[src/rtl/desc_ring_pkg.sv]
package desc_ring_pkg;

  localparam int CNT_W = 16;

  localparam int ST_HALTED  = 0;
  localparam int ST_ATLAST  = 1;
  localparam int ST_LASTBUF = 2;
  localparam int ST_BUFDONE = 3;
  localparam int ST_FIFOERR = 4;
  localparam int ST_W       = 5;

  typedef enum logic [1:0] {
    FS_IDLE,
    FS_WAIT_DONE,
    FS_WAIT_NEXT
  } fetchState_t;

  typedef struct packed {
    logic [3:0] baseByteEn;
    logic       wrLvi;
    logic       wrCtrl;
    logic       regReset;
    logic       start;
    logic       stop;
    logic       restart;
    logic [2:0] w1cMask;
    logic       complete;
    logic       ioc;
    logic       advance;
    logic       loadCount;
  } chanStrobes_t;

endpackage

[src/rtl/desc_ring_ctrl.sv]
module desc_ring_ctrl
  import desc_ring_pkg::*;
#(
  parameter int IDX_W = 5
) (
  input  logic             clk,
  input  logic             rstN,
  input  logic             regWrEn,
  input  logic [1:0]       regDword,
  input  logic [3:0]       regByteEn,
  input  logic             wrRun,
  input  logic             wrRegReset,
  input  logic [2:0]       wrW1c,
  input  logic [IDX_W-1:0] wrLviVal,
  input  logic             bufDone,
  input  logic             descRspValid,
  input  logic             rspIoc,
  input  logic             runQ,
  input  logic             haltedQ,
  input  logic [IDX_W-1:0] civQ,
  input  logic [IDX_W-1:0] lviQ,
  output chanStrobes_t     strobes,
  output logic             descReqValid
);

  fetchState_t stateQ, stateD;
  logic wrDw0, wrDw1, wrDw2, atLast, idle, rspTaken;

  assign wrDw0    = regWrEn && regDword == 2'd0;
  assign wrDw1    = regWrEn && regDword == 2'd1;
  assign wrDw2    = regWrEn && regDword == 2'd2;
  assign atLast   = civQ == lviQ;
  assign idle     = stateQ == FS_IDLE;
  assign rspTaken = !idle && descRspValid;

  always_comb begin
    strobes            = '0;
    strobes.baseByteEn = wrDw0 ? regByteEn : 4'b0;
    strobes.regReset   = wrDw1 && regByteEn[3] && wrRegReset;
    strobes.wrCtrl     = wrDw1 && regByteEn[3] && !wrRegReset;
    strobes.wrLvi      = wrDw1 && regByteEn[1];
    strobes.stop       = strobes.wrCtrl && !wrRun;
    strobes.start      = strobes.wrCtrl && wrRun && !runQ;
    strobes.w1cMask    = (wrDw2 && regByteEn[0]) ? wrW1c : 3'b0;
    strobes.restart    = idle && strobes.wrLvi && !strobes.wrCtrl && !strobes.regReset
                         && runQ && haltedQ && (civQ != wrLviVal);
    strobes.complete   = stateQ == FS_WAIT_DONE && descRspValid && !strobes.regReset;
    strobes.ioc        = rspIoc;
    strobes.advance    = (strobes.complete && !atLast) || strobes.restart;
    strobes.loadCount  = rspTaken && !strobes.regReset
                         && (stateQ == FS_WAIT_NEXT || atLast);
  end

  always_comb begin
    stateD = stateQ;
    unique case (stateQ)
      FS_IDLE: begin
        if (bufDone && runQ && !haltedQ) stateD = FS_WAIT_DONE;
        else if (strobes.restart)        stateD = FS_WAIT_NEXT;
      end
      FS_WAIT_DONE: if (descRspValid) stateD = atLast ? FS_IDLE : FS_WAIT_NEXT;
      FS_WAIT_NEXT: if (descRspValid) stateD = FS_IDLE;
      default:      stateD = FS_IDLE;
    endcase
    if (strobes.regReset) stateD = FS_IDLE;
  end

  always_ff @(posedge clk) begin
    if (!rstN) stateQ <= FS_IDLE;
    else       stateQ <= stateD;
  end

  assign descReqValid = !idle;

  AST_REQ_HELD: assert property (@(posedge clk) disable iff (!rstN)
    descReqValid && !descRspValid && !strobes.regReset |=> descReqValid);

  AST_IGNORE_DONE: assert property (@(posedge clk) disable iff (!rstN)
    idle && bufDone && (!runQ || haltedQ) && !strobes.restart |=> !descReqValid);

endmodule

[src/rtl/desc_ring_regs.sv]
module desc_ring_regs
  import desc_ring_pkg::*;
#(
  parameter int IDX_W  = 5,
  parameter int ADDR_W = 32
) (
  input  logic              clk,
  input  logic              rstN,
  input  chanStrobes_t      strobes,
  input  logic [1:0]        regDword,
  input  logic [31:0]       regWrData,
  input  logic [CNT_W-1:0]  rspCount,
  input  logic              fifoErr,
  output logic [31:0]       regRdData,
  output logic [ADDR_W-1:0] descReqAddr,
  output logic              runQ,
  output logic              haltedQ,
  output logic [IDX_W-1:0]  civQ,
  output logic [IDX_W-1:0]  lviQ,
  output logic              irq
);

  localparam int DESC_SHIFT = 3;
  localparam int CTRL_OFF   = 4;
  localparam int IDX_PAD    = 8 - IDX_W;

  logic [ADDR_W-1:0] baseQ;
  logic [IDX_W-1:0]  pivQ;
  logic [CNT_W-1:0]  countQ;
  logic [ST_W-1:0]   statusQ, statusD;
  logic              lastEnQ, doneEnQ, lastEnD, doneEnD, irqQ, irqD, atLast;
  logic              unusedWr;

  assign unusedWr = ^regWrData[1:0];
  assign atLast   = civQ == lviQ;

  always_comb begin
    statusD = statusQ;
    lastEnD = strobes.wrCtrl ? regWrData[26] : lastEnQ;
    doneEnD = strobes.wrCtrl ? regWrData[27] : doneEnQ;
    if (strobes.regReset) begin
      statusD = ST_W'(1);
      lastEnD = 1'b0;
      doneEnD = 1'b0;
    end else begin
      statusD[ST_FIFOERR:ST_LASTBUF] = statusQ[ST_FIFOERR:ST_LASTBUF] & ~strobes.w1cMask;
      if (strobes.stop)  statusD[ST_HALTED] = 1'b1;
      if (strobes.start) statusD[ST_HALTED] = 1'b0;
      if (strobes.restart) begin
        statusD[ST_HALTED] = 1'b0;
        statusD[ST_ATLAST] = 1'b0;
      end
      if (fifoErr) statusD[ST_FIFOERR] = 1'b1;
      if (strobes.complete) begin
        statusD[ST_ATLAST] = 1'b0;
        if (strobes.ioc) statusD[ST_BUFDONE] = 1'b1;
        if (atLast) begin
          statusD[ST_HALTED]  = 1'b1;
          statusD[ST_ATLAST]  = 1'b1;
          statusD[ST_LASTBUF] = 1'b1;
        end
      end
    end
    if (statusD[ST_FIFOERR:ST_LASTBUF] != statusQ[ST_FIFOERR:ST_LASTBUF])
      irqD = (statusD[ST_LASTBUF] && lastEnD) || (statusD[ST_BUFDONE] && doneEnD);
    else
      irqD = irqQ;
  end

  always_ff @(posedge clk) begin
    if (!rstN || strobes.regReset) begin
      baseQ   <= '0;
      civQ    <= '0;
      pivQ    <= '0;
      lviQ    <= '0;
      countQ  <= '0;
      runQ    <= 1'b0;
      lastEnQ <= 1'b0;
      doneEnQ <= 1'b0;
      statusQ <= ST_W'(1);
      irqQ    <= 1'b0;
    end else begin
      for (int b = 0; b < 4; b++)
        if (strobes.baseByteEn[b] && b * 8 < ADDR_W)
          baseQ[b*8 +: 8] <= regWrData[b*8 +: 8];
      baseQ[DESC_SHIFT-1:0] <= '0;
      if (strobes.wrLvi)  lviQ <= regWrData[8 +: IDX_W];
      if (strobes.wrCtrl) runQ <= regWrData[24];
      lastEnQ <= lastEnD;
      doneEnQ <= doneEnD;
      if (strobes.advance) begin
        civQ <= pivQ;
        pivQ <= pivQ + 1'b1;
      end else if (strobes.start) begin
        civQ <= '0;
        pivQ <= IDX_W'(1);
      end
      if (strobes.loadCount) countQ <= rspCount;
      statusQ <= statusD;
      irqQ    <= irqD;
    end
  end

  assign haltedQ     = statusQ[ST_HALTED];
  assign irq         = irqQ;
  assign descReqAddr = baseQ + (ADDR_W'(civQ) << DESC_SHIFT) + ADDR_W'(CTRL_OFF);

  always_comb begin
    unique case (regDword)
      2'd0:    regRdData = 32'(baseQ);
      2'd1:    regRdData = {4'b0, doneEnQ, lastEnQ, 1'b0, runQ,
                            {IDX_PAD{1'b0}}, pivQ, {IDX_PAD{1'b0}}, lviQ,
                            {IDX_PAD{1'b0}}, civQ};
      2'd2:    regRdData = {countQ, {(16 - ST_W){1'b0}}, statusQ};
      default: regRdData = '0;
    endcase
  end

  AST_STOP_HALTS: assert property (@(posedge clk) disable iff (!rstN)
    strobes.stop |=> haltedQ);

  AST_START_INDEX: assert property (@(posedge clk) disable iff (!rstN)
    strobes.start && !strobes.advance |=> civQ == '0 && pivQ == IDX_W'(1) && !haltedQ);

  AST_REG_RESET: assert property (@(posedge clk) disable iff (!rstN)
    strobes.regReset |=> statusQ == ST_W'(1) && civQ == '0 && !irq);

  AST_ADVANCE_PIV: assert property (@(posedge clk) disable iff (!rstN)
    strobes.advance |=> civQ == $past(pivQ));

  AST_IRQ_QUIET: assert property (@(posedge clk) disable iff (!rstN)
    $stable(statusQ[ST_FIFOERR:ST_LASTBUF]) |-> $stable(irq));

endmodule

[src/rtl/desc_ring_channel.sv]
module desc_ring_channel
  import desc_ring_pkg::*;
#(
  parameter int RING_DEPTH = 32,
  parameter int ADDR_W     = 32
) (
  input  logic              clk,
  input  logic              rstN,
  input  logic              regWrEn,
  input  logic [1:0]        regDword,
  input  logic [3:0]        regByteEn,
  input  logic [31:0]       regWrData,
  output logic [31:0]       regRdData,
  input  logic              bufDone,
  input  logic              fifoErr,
  output logic              descReqValid,
  output logic [ADDR_W-1:0] descReqAddr,
  input  logic              descRspValid,
  input  logic [31:0]       descRspData,
  output logic              irq
);

  localparam int IDX_W = $clog2(RING_DEPTH);

  chanStrobes_t     strobes;
  logic             runQ, haltedQ;
  logic [IDX_W-1:0] civQ, lviQ;
  logic             unusedRsp;

  assign unusedRsp = ^descRspData[30:CNT_W];

  desc_ring_ctrl #(.IDX_W(IDX_W)) uCtrl (
    .clk          (clk),
    .rstN         (rstN),
    .regWrEn      (regWrEn),
    .regDword     (regDword),
    .regByteEn    (regByteEn),
    .wrRun        (regWrData[24]),
    .wrRegReset   (regWrData[25]),
    .wrW1c        (regWrData[4:2]),
    .wrLviVal     (regWrData[8 +: IDX_W]),
    .bufDone      (bufDone),
    .descRspValid (descRspValid),
    .rspIoc       (descRspData[31]),
    .runQ         (runQ),
    .haltedQ      (haltedQ),
    .civQ         (civQ),
    .lviQ         (lviQ),
    .strobes      (strobes),
    .descReqValid (descReqValid)
  );

  desc_ring_regs #(.IDX_W(IDX_W), .ADDR_W(ADDR_W)) uRegs (
    .clk         (clk),
    .rstN        (rstN),
    .strobes     (strobes),
    .regDword    (regDword),
    .regWrData   (regWrData),
    .rspCount    (descRspData[CNT_W-1:0]),
    .fifoErr     (fifoErr),
    .regRdData   (regRdData),
    .descReqAddr (descReqAddr),
    .runQ        (runQ),
    .haltedQ     (haltedQ),
    .civQ        (civQ),
    .lviQ        (lviQ),
    .irq         (irq)
  );

endmodule

[config.mk]
export PLATFORM = sky130hd
export DESIGN_NAME = desc_ring_channel
export DESIGN_NICKNAME = d
export VERILOG_FILES = /design/src/rtl/desc_ring_pkg.sv /design/src/rtl/desc_ring_ctrl.sv /design/src/rtl/desc_ring_regs.sv /design/src/rtl/desc_ring_channel.sv
export SDC_FILE = /design/constraint.sdc
export NUM_CORES = 1
export LEC_CHECK = 0
export ABC_AREA = 0
export BUFFER_PORTS_ARGS = -buffer_cell sky130_fd_sc_hd__buf_2
export CORE_ASPECT_RATIO = 1.5
export CORE_MARGIN = 2
export CORE_UTILIZATION = 40
export DETAILED_ROUTE_END_ITERATION = 10
export HOLD_SLACK_MARGIN = 0.05
export PLACE_DENSITY = 0.7
export SLEW_MARGIN = 25
export SYNTH_ARGS = -nofsm -noshare
export SYNTH_HDL_FRONTEND = slang
export SYNTH_SLANG_ARGS = --single-unit
[constraint.sdc]
create_clock -name clk -period 2.3 [get_ports clk]
set_input_delay 0.345 -clock clk [delete_from_list [all_inputs] [get_ports clk]]
set_output_delay 0.345 -clock clk [all_outputs]
set_load 0.05 [all_outputs]
== Yosys cells after proc, flatten, opt, wreduce, memory -nomap -nowiden ==
Index checks and enable logic that the tools add are counted.
Word-level totals
  bits in registers: 74
  output and inout bits: 66
Cells by class
  add/sub/neg operators: 3
  equality and inequality tests: 10
  mux-type cells: 25
  bitwise operators: 3
  reductions and logical operators: 47
Operator list (count)
  32-bit one-hot mux with 3 select lines: 1
  32-bit by 3-bit adder with 32-bit output (second input constant): 1
  32-bit by 8-bit adder with 32-bit output: 1
  1-bit logical AND: 27
  5-bit 2-to-1 mux: 5
  2-bit 2-to-1 mux: 6
  1-bit zero test: 9
  1-bit 2-to-1 mux: 8
  4-bit 2-to-1 mux: 2
  3-bit 2-to-1 mux: 2
  2-bit one-hot mux with 3 select lines: 1
  5-bit by 1-bit adder with 5-bit output (second input constant): 1
  5-bit == test: 1
  5-bit inequality test: 1
  2-bit by 1-bit == test with 1-bit output (second input constant): 2
  2-bit == test (second input constant): 2
  2-bit zero test: 2
  1-bit logical OR: 4
  2-bit inequality test (second input constant): 2
  2-bit nonzero test: 2
  2-bit OR reduction: 2
  3-bit AND: 1
  3-bit inequality test: 1
  3-bit inequality test (second input constant): 1
  other kinds (3): 3

== Logic depth before layout (Yosys ltp) ==
Gate-level depths: netlist of run 1.
  depth in word-level cells: 16
  gate-level depth with buffers: 8

== By module ==
Synthesis of run 1 repeated with hierarchy kept, for this count alone.
Second synthesis, totals
  cell total of the unflattened synthesis: 498
  area total of the unflattened synthesis: 4229.1 um2
Modules (own cells, without submodules)
  desc_ring_regs: instances 1, cells an instance 436, area each 3797.4 um2, seq. area each 1381.3 um2
  desc_ring_ctrl: instances 1, cells an instance 62, area each 431.7 um2, seq. area each 40.0 um2

== Worst setup path after synthesis of run 1 ==
OpenSTA, ideal clock, no wires.
  path kind: register to output
  start point: register uRegs.civQ[0]
  end point: output port descReqAddr[17]
  arrival time: 2.437 ns
  required time: 1.955 ns
  slack: -0.482 ns
  cell stages (with the launch flop): 9
  cell sequence: dfxtp_1 > ha_1 > fa_1 > a21o_1 > a21oi_1 > o21bai_1 > clkbuf_1 > nand4_1 > xnor2_1
On the way
  longest elaborated chain between the ends: 2
RTL lines
  start: declaration: line desc_ring_regs.sv:18  | output logic [IDX_W-1:0] civQ,
  start signal: assignment: line desc_ring_regs.sv:92  | civQ <= pivQ;
  32-bit by 8-bit adder with 32-bit output: line desc_ring_regs.sv:106  | assign descReqAddr = baseQ + (ADDR_W'(civQ) << DESC_SHIFT) + ADDR_W'(CTRL_OFF);
  32-bit by 3-bit adder with 32-bit output: line desc_ring_regs.sv:106
  end: declaration: line desc_ring_channel.sv:17  | output logic [ADDR_W-1:0] descReqAddr,
Every way passes these cells.

== Worst setup path after layout of run 1 ==
  start point: register uRegs.civQ[0]
  end point: output port descReqAddr[29]
Same word-level chain as after synthesis.

==> results of run 1 <==
cells by family (layout without fill, tap and decap cells):
group                    Yosys count  after routing  share of synthesized area [%]
AO/OA/AOI/OAI                    116            116                           17.4
XOR/XNOR                          38             38                           7.99
adder cells (fa/ha/maj)            7              7                           2.28
buffers and inverters             44            190                           4.80
flip-flops                        71             71                           34.1
multiplexers                      36             36                           8.65
other                              2              3                          0.180
AND/OR/NAND/NOR                  203            203                           24.6
flip-flops by register name, indices dropped and copies added, names as in the netlist, 2 cells and up:
name           count
uRegs.lviQ         5
uRegs.countQ      16
uRegs.civQ         5
uCtrl.stateQ       2
uRegs.pivQ         5
uRegs.statusQ      5
uRegs.baseQ       29
metal layers:
| metal | vias to the layer above | GRT usage, % |
|---|---|---|
| met5 | - | 0 |
| met4 | 0 | 9.50 |
| met3 | 30 | 4.33 |
| met2 | 161 | 43.4 |
| met1 | 2106 | 27.4 |
| li1 | 2111 | - |
worst reg2reg max path: stages (launching register included):
cell and delay (ns):
sky130_fd_sc_hd__dfxtp_1 0.38, sky130_fd_sc_hd__or2_1 0.32, sky130_fd_sc_hd__nor4_2 0.36, sky130_fd_sc_hd__o31ai_2 0.16
sky130_fd_sc_hd__buf_4 0.19, sky130_fd_sc_hd__a21oi_2 0.35, sky130_fd_sc_hd__a22o_1 0.23
area by class of cell:
cell class | count | area (um^2) | share of cell area (%)
Clock inverter | 7 | 97.6 | 1.62
Timing Repair Buffer | 164 | 1120 | 18.6
Sequential cell | 71 | 1430 | 23.8
Tap cell | 117 | 146 | 2.44
Inverter | 10 | 37.5 | 0.625
Clock buffer | 9 | 225 | 3.75
Multi-Input combinational cell | 403 | 2960 | 49.2
how the worst max path moves through the flow:
stage	end	slack, ns	depth (start not counted)
global route	descReqAddr[29]	-0.41	9
floorplan	descReqAddr[17]	-0.03	8
detailed placement	descReqAddr[23]	-0.15	9
global placement	descReqAddr[23]	-0.12	9
CTS	descReqAddr[31]	-0.34	9
finish	descReqAddr[29]	-0.32	9
placed cells by master, fill, tap and decap left out, types with 24 or more instances in the layout:
cell type / instances
sky130_fd_sc_hd__a21oi_1: 43
sky130_fd_sc_hd__buf_2: 96
sky130_fd_sc_hd__buf_4: 39
sky130_fd_sc_hd__buf_6: 27
sky130_fd_sc_hd__dfxtp_1: 67
sky130_fd_sc_hd__mux2i_1: 36
sky130_fd_sc_hd__nand2_1: 72
sky130_fd_sc_hd__nand3_1: 26
sky130_fd_sc_hd__nor2_1: 33
sky130_fd_sc_hd__o21ai_0: 24
through the flow:
stage	total power [mW]	hold WS, ns	setup TNS (ns)	instance area [um^2]	cells
final	3.14	0.250	-3.90	6010	781
after global routing	3.23	0.258	-5.82	6010	781
after CTS	3.15	0.242	-4.72	5980	780
after detailed placement	1.64	0.463	-0.999	5420	763
after global placement	1.64	0.455	-0.616	5420	763
after floorplan	1.51	0.448	-0.0270	4490	518
power by group through the flow:
stage | sequential, mW | clock, mW | combinational (mW)
4_1_cts | 1.26 | 1.52 | 0.371
6_report | 1.26 | 1.50 | 0.373
5_1_grt | 1.26 | 1.57 | 0.399
3_5_place_dp | 1.29 | 0 | 0.356
2_1_floorplan | 1.29 | 0 | 0.225
3_3_place_gp | 1.29 | 0 | 0.350
repair_timing:
| action | CTS | global route |
|---|---|---|
| endpoints found under the setup margin | 25 | 25 |
| gates resized for setup | 70 | 7 |
| buffers inserted | 0 | 2 |
| pin swaps | 17 | 11 |
| gates cloned | 1 | 0 |
==> out/metrics.yaml, run 1 <==
outcome: "complete, but fails checks"
failed_checks: "setup timing"
synth_enable_flop_cells: 0
dr.max_layer_used: "met4"
power_density_nw_per_um2: 522
netlist-cell-type-count: 55
grt_max_degree: 61
min_to: "uRegs.baseQ[23]$_SDFFE_PP0P_"
floorplan.die.height_um: 129
synthesized_cell_area_um2: 4170
syn_avg_cell_area_um2: 8.06
layout-drive-gt1-share_pct: 35.1
fraction_of_registers_with_async_set_reset_pct: 0
row_count: 45
slowest_delay_ns: 0.33
n_fill_cell: 883
layout_min_cycle_time_ns: 2.62
synth_most_common_cell: "sky130_fd_sc_hd__nand2_1"
critPathKind: "flip-flop to output pin"
worstHoldPathCells: 3
pre_cts_slack_ns: -0.152
design.portCount: 142
placeableCoreArea_um2: 10100
via_per_inst: 5.64
cts_sinks: 71
worstPathMaxFanout: 12
detail_route.drc_violations: 0
ir_drop_uv: 556
netlist_top_cells_count: "sky130_fd_sc_hd__nand2_1, sky130_fd_sc_hd__dfxtp_1, sky130_fd_sc_hd__a21oi_1"
cts_inserted_buffers: 9
power_frac_seq_pct: 40.1
dr.pass1.iters: 5
vias: 4408
num_antenna_cells: 0
synth_flop_cell: "sky130_fd_sc_hd__dfxtp_1"
fmaxAchievable_mhz: 381
total_switching_power_mw: 0.805
ys_ff_latch: 71
p_leak_nw: 2.73
detail_route.iter0.violations: 324
cts_htree_levels: 3
r2r-start: "uCtrl.stateQ[1]$_SDFFE_PP0P_"
grtUsageTotal_pct: 24.0
crit_path_start: "uRegs.civQ[0]$_SDFFE_PP0P_"
postRouteWirelength_um: 13400
startpoint_type: "flip-flop"
gp_routability_congestion: 0.909
wl_met2_um: 7290
synth_area_leader_cell: "sky130_fd_sc_hd__dfxtp_1"
clkTransAtPathRegs_ns: 0.06
timing.reg2reg.worst_path_depth: 6
postLayoutCoreUtil_pct: 59.3
globalRouteOverflowTotal: 0
worst_slack_ns: -0.324
cp.required_ns: 1.96
final_antenna_net_count: 0
relSlewSlack_pct: 54.8
sum_of_net_half_perimeters_after_detailed_placement_um: 10100
wp_buf_inv: 2
synth_top_cells_by_area: "sky130_fd_sc_hd__dfxtp_1, sky130_fd_sc_hd__mux2i_1, sky130_fd_sc_hd__xnor2_1"
synthesis.instances: 517
min_path_type: "primary input to flip-flop"
netSwitchingFraction_pct: 25.6
cts_tree: "done"
grt_setup_unrepaired: "true"
clock_latency_of_the_later_clocked_register_in_the_worst_skew_pair_ns: 0.34
met1Wirelength_um: 5060
cpLargestDelayFamily: "adder cells"
crit_path_end_kind: "output pin"
detailroute.wirelength.met3_um: 653
power.share.clock_pct: 48.0
postCtsHoldBufs: 0
fin_crit_sh_pct: 114
effective_utilization_at_floorplan_pct: 41.1
synth_warn: 0
grt_first_pass_wirelength_um: 20900
worstPathCellList: "ha_4 -> fa_2 -> a21o_1 -> a21oi_2 -> o21bai_2 -> buf_12 -> nand4_1 -> xnor2_4 -> buf_6"
timing.hold.worst.start: "regWrData[23]"
fp.dieW_um: 87.3
reg2reg_setup_slack_ns: 0.25
timing_worst_slew_pin_value_ns: 0.678
register_area_share_after_synthesis_pct: 34.1
io_buffers: 121
via_count_of_the_first_global_routing_pass: 4180
detail_route.wl_per_cell_um: 17.1
synth.top_cell.area_share_pct: 34.1
finalMaxSlewViolations: 0
maxCapViolations: 0
crit-reg2reg-capture: "uRegs.civQ[2]$_SDFFE_PP0P_"
critical_path_arrival_ns: 2.28
setup_viol: 22
finalNetCount: 742
skew_ns: 0.00557
slowest_cp_cell: "sky130_fd_sc_hd__dfxtp_2"
power_frac_comb_pct: 11.9
cts_buffer_depth: 2
hold_violations: 0
die_area_um2: 11300
antenna_found_initial: 0
cts_root_buf: "sky130_fd_sc_hd__clkbuf_16"
area_growth_syn_to_layout_pct: 44.2
p_int_mw: 2.33
(Power assumes the default switching activity.)
==> run 2, diff against run 1 <==
- CORE_UTILIZATION: 40 -> 46
- PLACE_DENSITY: 0.7 -> 0.78
==> out/metrics.yaml, run 2 (synthesis gave the netlist of run 1 again) <==
outcome: "complete, but fails checks"  # unchanged
failed_checks: "setup timing"  # unchanged
commonest_cells_after_routing_fill_and_taps_aside: "sky130_fd_sc_hd__buf_2, sky130_fd_sc_hd__nand2_1, sky130_fd_sc_hd__dfxtp_1"  # unchanged
die_area_um2: 9850  # was 11300 um^2
r2r-start: "uRegs.civQ[1]$_SDFFE_PP0P_"  # was uCtrl.stateQ[1]$_SDFFE_PP0P_
largest_register_ffs: 29  # unchanged
grtUsageTotal_pct: 28.6  # was 24.0%
crit_path_start: "uRegs.civQ[0]$_SDFFE_PP0P_"  # unchanged
io_buffers: 121  # unchanged
fin_crit_sh_pct: 118  # was 114%
layout_min_cycle_time_ns: 2.71  # was 2.62 ns
grt_max_degree: 61  # unchanged
clkTransAtPathRegs_ns: 0.06  # about the same
cts_root_buf: "sky130_fd_sc_hd__clkbuf_16"  # unchanged
gp_routability_congestion: 0.896  # was 0.909
finalNetCount: 757  # was 742
sum_of_net_half_perimeters_after_detailed_placement_um: 10000  # was 10100 um
cts_buffer_depth: 2  # unchanged
min_path_type: "primary input to flip-flop"  # unchanged
critPathKind: "flip-flop to output pin"  # unchanged
detail_route.drc_violations: 0  # unchanged
number_of_placed_instances_with_taps_included: 762  # was 763
cts_tree: "done"  # unchanged
postCtsHoldBufs: 0  # unchanged
fp.dieW_um: 81.7  # was 87.3 um
timing.hold.worst.start: "regWrData[5]"  # was regWrData[23]
area_growth_syn_to_layout_pct: 50.1  # was 44.2%
finalMaxSlewViolations: 0  # unchanged
fmaxAchievable_mhz: 369  # was 381 MHz
timing_worst_slew_pin_value_ns: 0.698  # was 0.678 ns
detail_route.iter0.violations: 290  # was 324
cts_inserted_buffers: 9  # unchanged
sequential_cell_area_um2: 1430  # about the same
layoutNonFillerInstCount: 790  # was 781
floorplan.die.height_um: 121  # was 129 um
globalRouteOverflowTotal: 0  # unchanged
detail_route.wl_per_cell_um: 18.1  # was 17.1 um
grt_setup_unrepaired: "true"  # unchanged
maxCapViolations: 0  # unchanged
power_density_nw_per_um2: 503  # was 522 nW/um^2
worstPathMaxFanout: 6  # was 12
final_antenna_net_count: 0  # unchanged
crit_path_end_kind: "output pin"  # unchanged
skew_ns: 0.00438  # was 0.00557 ns
placeableCoreArea_um2: 8830  # was 10100 um^2
largest_registers_ranked_by_flip_flop_count: "uRegs.baseQ (29), uRegs.countQ (16)"  # unchanged
vias: 4600  # was 4408
via_count_of_the_first_global_routing_pass: 4442  # was 4180
grt_first_pass_wirelength_um: 21500  # was 20900 um
p_leak_nw: 2.86  # was 2.73 nW
startpoint_type: "flip-flop"  # unchanged
clock_latency_of_the_later_clocked_register_in_the_worst_skew_pair_ns: 0.34  # about the same
via_per_inst: 5.82  # was 5.64
worst_slack_ns: -0.413  # was -0.324 ns
cts_htree_levels: 3  # unchanged
layout.cells.most_common: "sky130_fd_sc_hd__buf_2"  # unchanged
layout-drive-gt1-share_pct: 37.7  # was 35.1%
design.portCount: 142  # unchanged
critical_path_arrival_ns: 2.37  # was 2.28 ns
antenna_found_initial: 1  # was 0
ir_drop_uv: 379  # was 556 uV
cp.required_ns: 1.96  # about the same
top_register: "uRegs.baseQ"  # unchanged
setup_viol: 25  # was 22
n_fill_cell: 624  # was 883
effective_utilization_at_floorplan_pct: 47.2  # was 41.1%
dr.pass1.iters: 5  # unchanged
cts_sinks: 71  # unchanged
fin_tns_setup_ns: -5.77  # was -3.90 ns
postRouteWirelength_um: 14300  # was 13400 um
hold_violations: 0  # unchanged
relSlewSlack_pct: 53.4  # was 54.8%
multi_input_comb_area_um2: 3060  # was 2960 um^2
row_count: 42  # was 45
-- run 2: changes by cell type in the layout (fill, tap and decap cells not counted), sizes merged --
cell / before / now
and3: 15 / 16
clkbuf: 9 / 12
clkinv: 3 / 2
buf: 164 / 177
clkinvlp: 2 / 1
diode: 0 / 1
-- run 2: layout make-up --
| cell class | instances | share of cell area [%] |
|---|---|---|
| multi-input combinational | 404 | 49.0 |
| sequential | 71 | 22.9 |
| timing repair buffer | 178 | 20.2 |
| clock buffer | 11 | 3.88 |
| tap | 110 | 2.20 |
| clock inverter | 5 | 1.30 |
| inverter | 10 | 0.600 |
| antenna | 1 | 0.0400 |
-- run 2: power by group --
group	internal, mW	switching [mW]
logic	0.145	0.239
registers	1.24	0.0158
clock network	0.979	0.525
total	2.37	0.780
-- run 2: critical path, cell delays in order (launching register included) --
cell and delay [ns]:
sky130_fd_sc_hd__dfxtp_2 0.33, sky130_fd_sc_hd__ha_4 0.16, sky130_fd_sc_hd__fa_2 0.34, sky130_fd_sc_hd__a21o_1 0.19, sky130_fd_sc_hd__a21oi_4 0.20, sky130_fd_sc_hd__o21bai_4 0.12
sky130_fd_sc_hd__buf_12 0.16, sky130_fd_sc_hd__nand4_1 0.20, sky130_fd_sc_hd__xnor2_4 0.15, sky130_fd_sc_hd__buf_6 0.18
-- run 2: metrics by stage --
| stage | power, mW | util [%] | hold WS (ns) | area [um^2] | worst slack (ns) |
|---|---|---|---|---|---|
| 2_1_floorplan | 1.51 | - | 0.448 | 4490 | -0.0270 |
| 5_1_grt | 3.22 | 70.9 | 0.271 | 6260 | -0.461 |
| 3_3_place_gp | 1.64 | 61.8 | 0.466 | 5450 | -0.113 |
| 6_report | 3.15 | 70.9 | 0.254 | 6260 | -0.413 |
| 3_5_place_dp | 1.65 | 61.8 | 0.470 | 5450 | -0.155 |
| 4_1_cts | 3.14 | 68.9 | 0.248 | 6080 | -0.393 |
-- run 2: layer usage --
layer,GRT usage (%),up-vias,share of wire (%)
met5,0,-,0
met2,51.1,223,53
li1,-,2149,-
met1,31.7,2171,36
met3,3.36,57,5.6
met4,15.6,0,4.9
-- run 2: final timing paths --
kind | slack [ns] | cells past startpoint | to
max | -0.41 | 9 | descReqAddr[31]
min | 0.25 | 3 | uRegs.baseQ[5]$_SDFFE_PP0P_
max reg2reg | 0.25 | 7 | uRegs.countQ[6]$_SDFFE_PP0P_
min reg2reg | 0.47 | 2 | uRegs.irq$_SDFFE_PP0P_
-- run 2: timing repair --
item	CTS	global route
gates resized for setup	75	34
setup endpoints to repair	25	26
gates cloned	2	1
buffers inserted	2	9
pin swaps	20	18
==> run 3, diff against run 2 <==
- MAX_ROUTING_LAYER: unset -> met4
==> out/metrics.yaml, run 3 (synthesis gave the netlist of run 1 again) <==
crit_path_start: "uRegs.civQ[0]$_SDFFE_PP0P_"  # unchanged
wp_buf_inv: 2  # unchanged
grt_first_pass_wirelength_um: 20800  # was 21500 um
timing.hold.worst.start: "regWrData[7]"  # was regWrData[5]
skew_ns: 0.00623  # was 0.00438 ns
cts_buffer_depth: 2  # unchanged
row_count: 42  # unchanged
layout-drive-gt1-share_pct: 36.4  # was 37.7%
grt_max_degree: 37  # was 61
largest_registers_ranked_by_flip_flop_count: "uRegs.baseQ (29), uRegs.countQ (16)"  # unchanged
cpLargestDelayFamily: "adder cells"  # was compound AO/OA/AOI/OAI gates
antenna_found_initial: 0  # was 1
cp.required_ns: 1.96  # about the same
fin_tns_setup_ns: -4.60  # was -5.77 ns
top_register: "uRegs.baseQ"  # unchanged
hold_violations: 0  # unchanged
cts_tree: "done"  # unchanged
finalNetCount: 751  # was 757
fmaxAchievable_mhz: 379  # was 369 MHz
cts_htree_levels: 3  # unchanged
critPathKind: "flip-flop to output pin"  # unchanged
critical_path_arrival_ns: 2.30  # was 2.37 ns
relSlewSlack_pct: 55.3  # was 53.4%
commonest_cells_after_routing_fill_and_taps_aside: "sky130_fd_sc_hd__buf_2, sky130_fd_sc_hd__nand2_1, sky130_fd_sc_hd__dfxtp_1"  # unchanged
final_antenna_net_count: 0  # unchanged
vias: 4533  # was 4600
die_area_um2: 9850  # unchanged
layoutNonFillerInstCount: 784  # was 790
slowest_delay_ns: 0.34  # about the same
grt_setup_unrepaired: "true"  # unchanged
reg2reg_setup_slack_ns: 0.30  # was 0.25 ns
largest_register_ffs: 29  # unchanged
layout_min_cycle_time_ns: 2.64  # was 2.71 ns
grtUsageTotal_pct: 28.3  # was 28.6%
failed_checks: "setup timing"  # unchanged
detail_route.wl_per_cell_um: 17.3  # was 18.1 um
layout.cells.most_common: "sky130_fd_sc_hd__buf_2"  # unchanged
via_count_of_the_first_global_routing_pass: 4488  # was 4442
maxCapViolations: 0  # unchanged
clock_latency_of_the_later_clocked_register_in_the_worst_skew_pair_ns: 0.34  # about the same
dr.pass1.iters: 6  # was 5
design.portCount: 142  # unchanged
postCtsHoldBufs: 0  # unchanged
placeableCoreArea_um2: 8830  # unchanged
postRouteWirelength_um: 13500  # was 14300 um
crit_path_end_kind: "output pin"  # unchanged
detail_route.drc_violations: 0  # unchanged
floorplan.die.height_um: 121  # unchanged
number_of_placed_instances_with_taps_included: 761  # was 762
sum_of_net_half_perimeters_after_detailed_placement_um: 9980  # was 10000 um
gp_routability_congestion: 0.897  # was 0.896
worstPathCellList: "ha_4 -> fa_2 -> a21o_1 -> a21oi_2 -> o21bai_2 -> buf_12 -> nand4_1 -> xnor2_4 -> buf_6"  # was ha_4 -> fa_2 -> a21o_1 -> a21oi_4 -> o21bai_4 -> buf_12 -> nand4_1 -> xnor2_4 -> buf_6
area_growth_syn_to_layout_pct: 47.3  # was 50.1%
globalRouteOverflowTotal: 0  # unchanged
r2r-start: "uCtrl.stateQ[1]$_SDFFE_PP0P_"  # was uRegs.civQ[1]$_SDFFE_PP0P_
slowest_cp_cell: "sky130_fd_sc_hd__fa_2"  # unchanged
worstPathMaxFanout: 12  # was 6
setup_viol: 24  # was 25
via_per_inst: 5.78  # was 5.82
finalMaxSlewViolations: 0  # unchanged
p_leak_nw: 2.85  # was 2.86 nW
fin_crit_sh_pct: 115  # was 118%
outcome: "complete, but fails checks"  # unchanged
cts_root_buf: "sky130_fd_sc_hd__clkbuf_16"  # unchanged
ir_drop_uv: 474  # was 379 uV
min_path_type: "primary input to flip-flop"  # unchanged
detail_route.iter0.violations: 267  # was 290
io_buffers: 121  # unchanged
worst_slack_ns: -0.341  # was -0.413 ns
startpoint_type: "flip-flop"  # unchanged
cts_sinks: 71  # unchanged
effective_utilization_at_floorplan_pct: 47.2  # unchanged
power_density_nw_per_um2: 548  # was 503 nW/um^2
cts_inserted_buffers: 9  # unchanged
fp.dieW_um: 81.7  # unchanged
timing_worst_slew_pin_value_ns: 0.670  # was 0.698 ns
clkTransAtPathRegs_ns: 0.06  # about the same
==> run 3: changes by cell type in the layout (fill, tap and decap cells not counted), moves of 2 or more <==
| cell | previous run | this run |
|---|---|---|
| sky130_fd_sc_hd__and3_1 | 11 | 14 |
| sky130_fd_sc_hd__and3_2 | 2 | 0 |
| sky130_fd_sc_hd__and3_4 | 3 | 1 |
| sky130_fd_sc_hd__buf_6 | 30 | 28 |
| sky130_fd_sc_hd__bufinv_16 | 2 | 4 |
==> run 3: per-stage QoR <==
stage,worst slack [ns],power (mW),hold WS (ns),area [um^2],utilization [%]
after detailed placement,-0.163,1.64,0.474,5430,61.5
final,-0.341,3.36,0.246,6140,69.5
after CTS,-0.362,3.35,0.246,6070,68.7
after global routing,-0.426,3.43,0.263,6130,69.5
after floorplan,-0.0270,1.51,0.448,4490,-
after global placement,-0.112,1.63,0.467,5430,61.5
==> run 3: final cells by class <==
cell class | count | area, um^2
inverter | 10 | 37.5
clock buffer | 9 | 225
sequential | 71 | 1430
multi-input combinational | 403 | 2980
timing repair buffer | 173 | 1180
antenna | 1 | 2.50
fill | 675 | 2690
clock inverter | 7 | 145
tap | 110 | 138
==> run 3: where the power goes <==
group / total [mW] / internal [mW] / switching [mW]
clock: 1.73 / 1.17 / 0.555
sequential: 1.26 / 1.24 / 0.0156
combinational: 0.375 / 0.141 / 0.234
total: 3.36 / 2.56 / 0.805
==> run 3: worst paths after layout <==
kind	endpoint	depth (start not counted)
setup / recovery	descReqAddr[31]	9
hold / removal	uRegs.baseQ[7]$_SDFFE_PP0P_	3
setup reg to reg	uRegs.civQ[0]$_SDFFE_PP0P_	6
hold reg to reg	uRegs.irq$_SDFFE_PP0P_	2
==> run 3: timing repair <==
item	in CTS	in global routing
endpoints found under the setup margin	25	25
resized for setup	75	9
pin swaps	20	13
setup buffers	1	5
cloned	1	0
==> run 3: metal layers <==
layer | routed length [um] | GRT usage [%]
met5 | 0 | -
met4 | 668 | 17.2
met3 | 587 | 3.66
met2 | 7300 | 48.9
met1 | 4980 | 29.7
==> run 3: worst min-delay path, stage by stage <==
cell,delay (ns)
sky130_fd_sc_hd__buf_2,0.08
sky130_fd_sc_hd__mux2i_1,0.05
sky130_fd_sc_hd__nor2_1,0.07
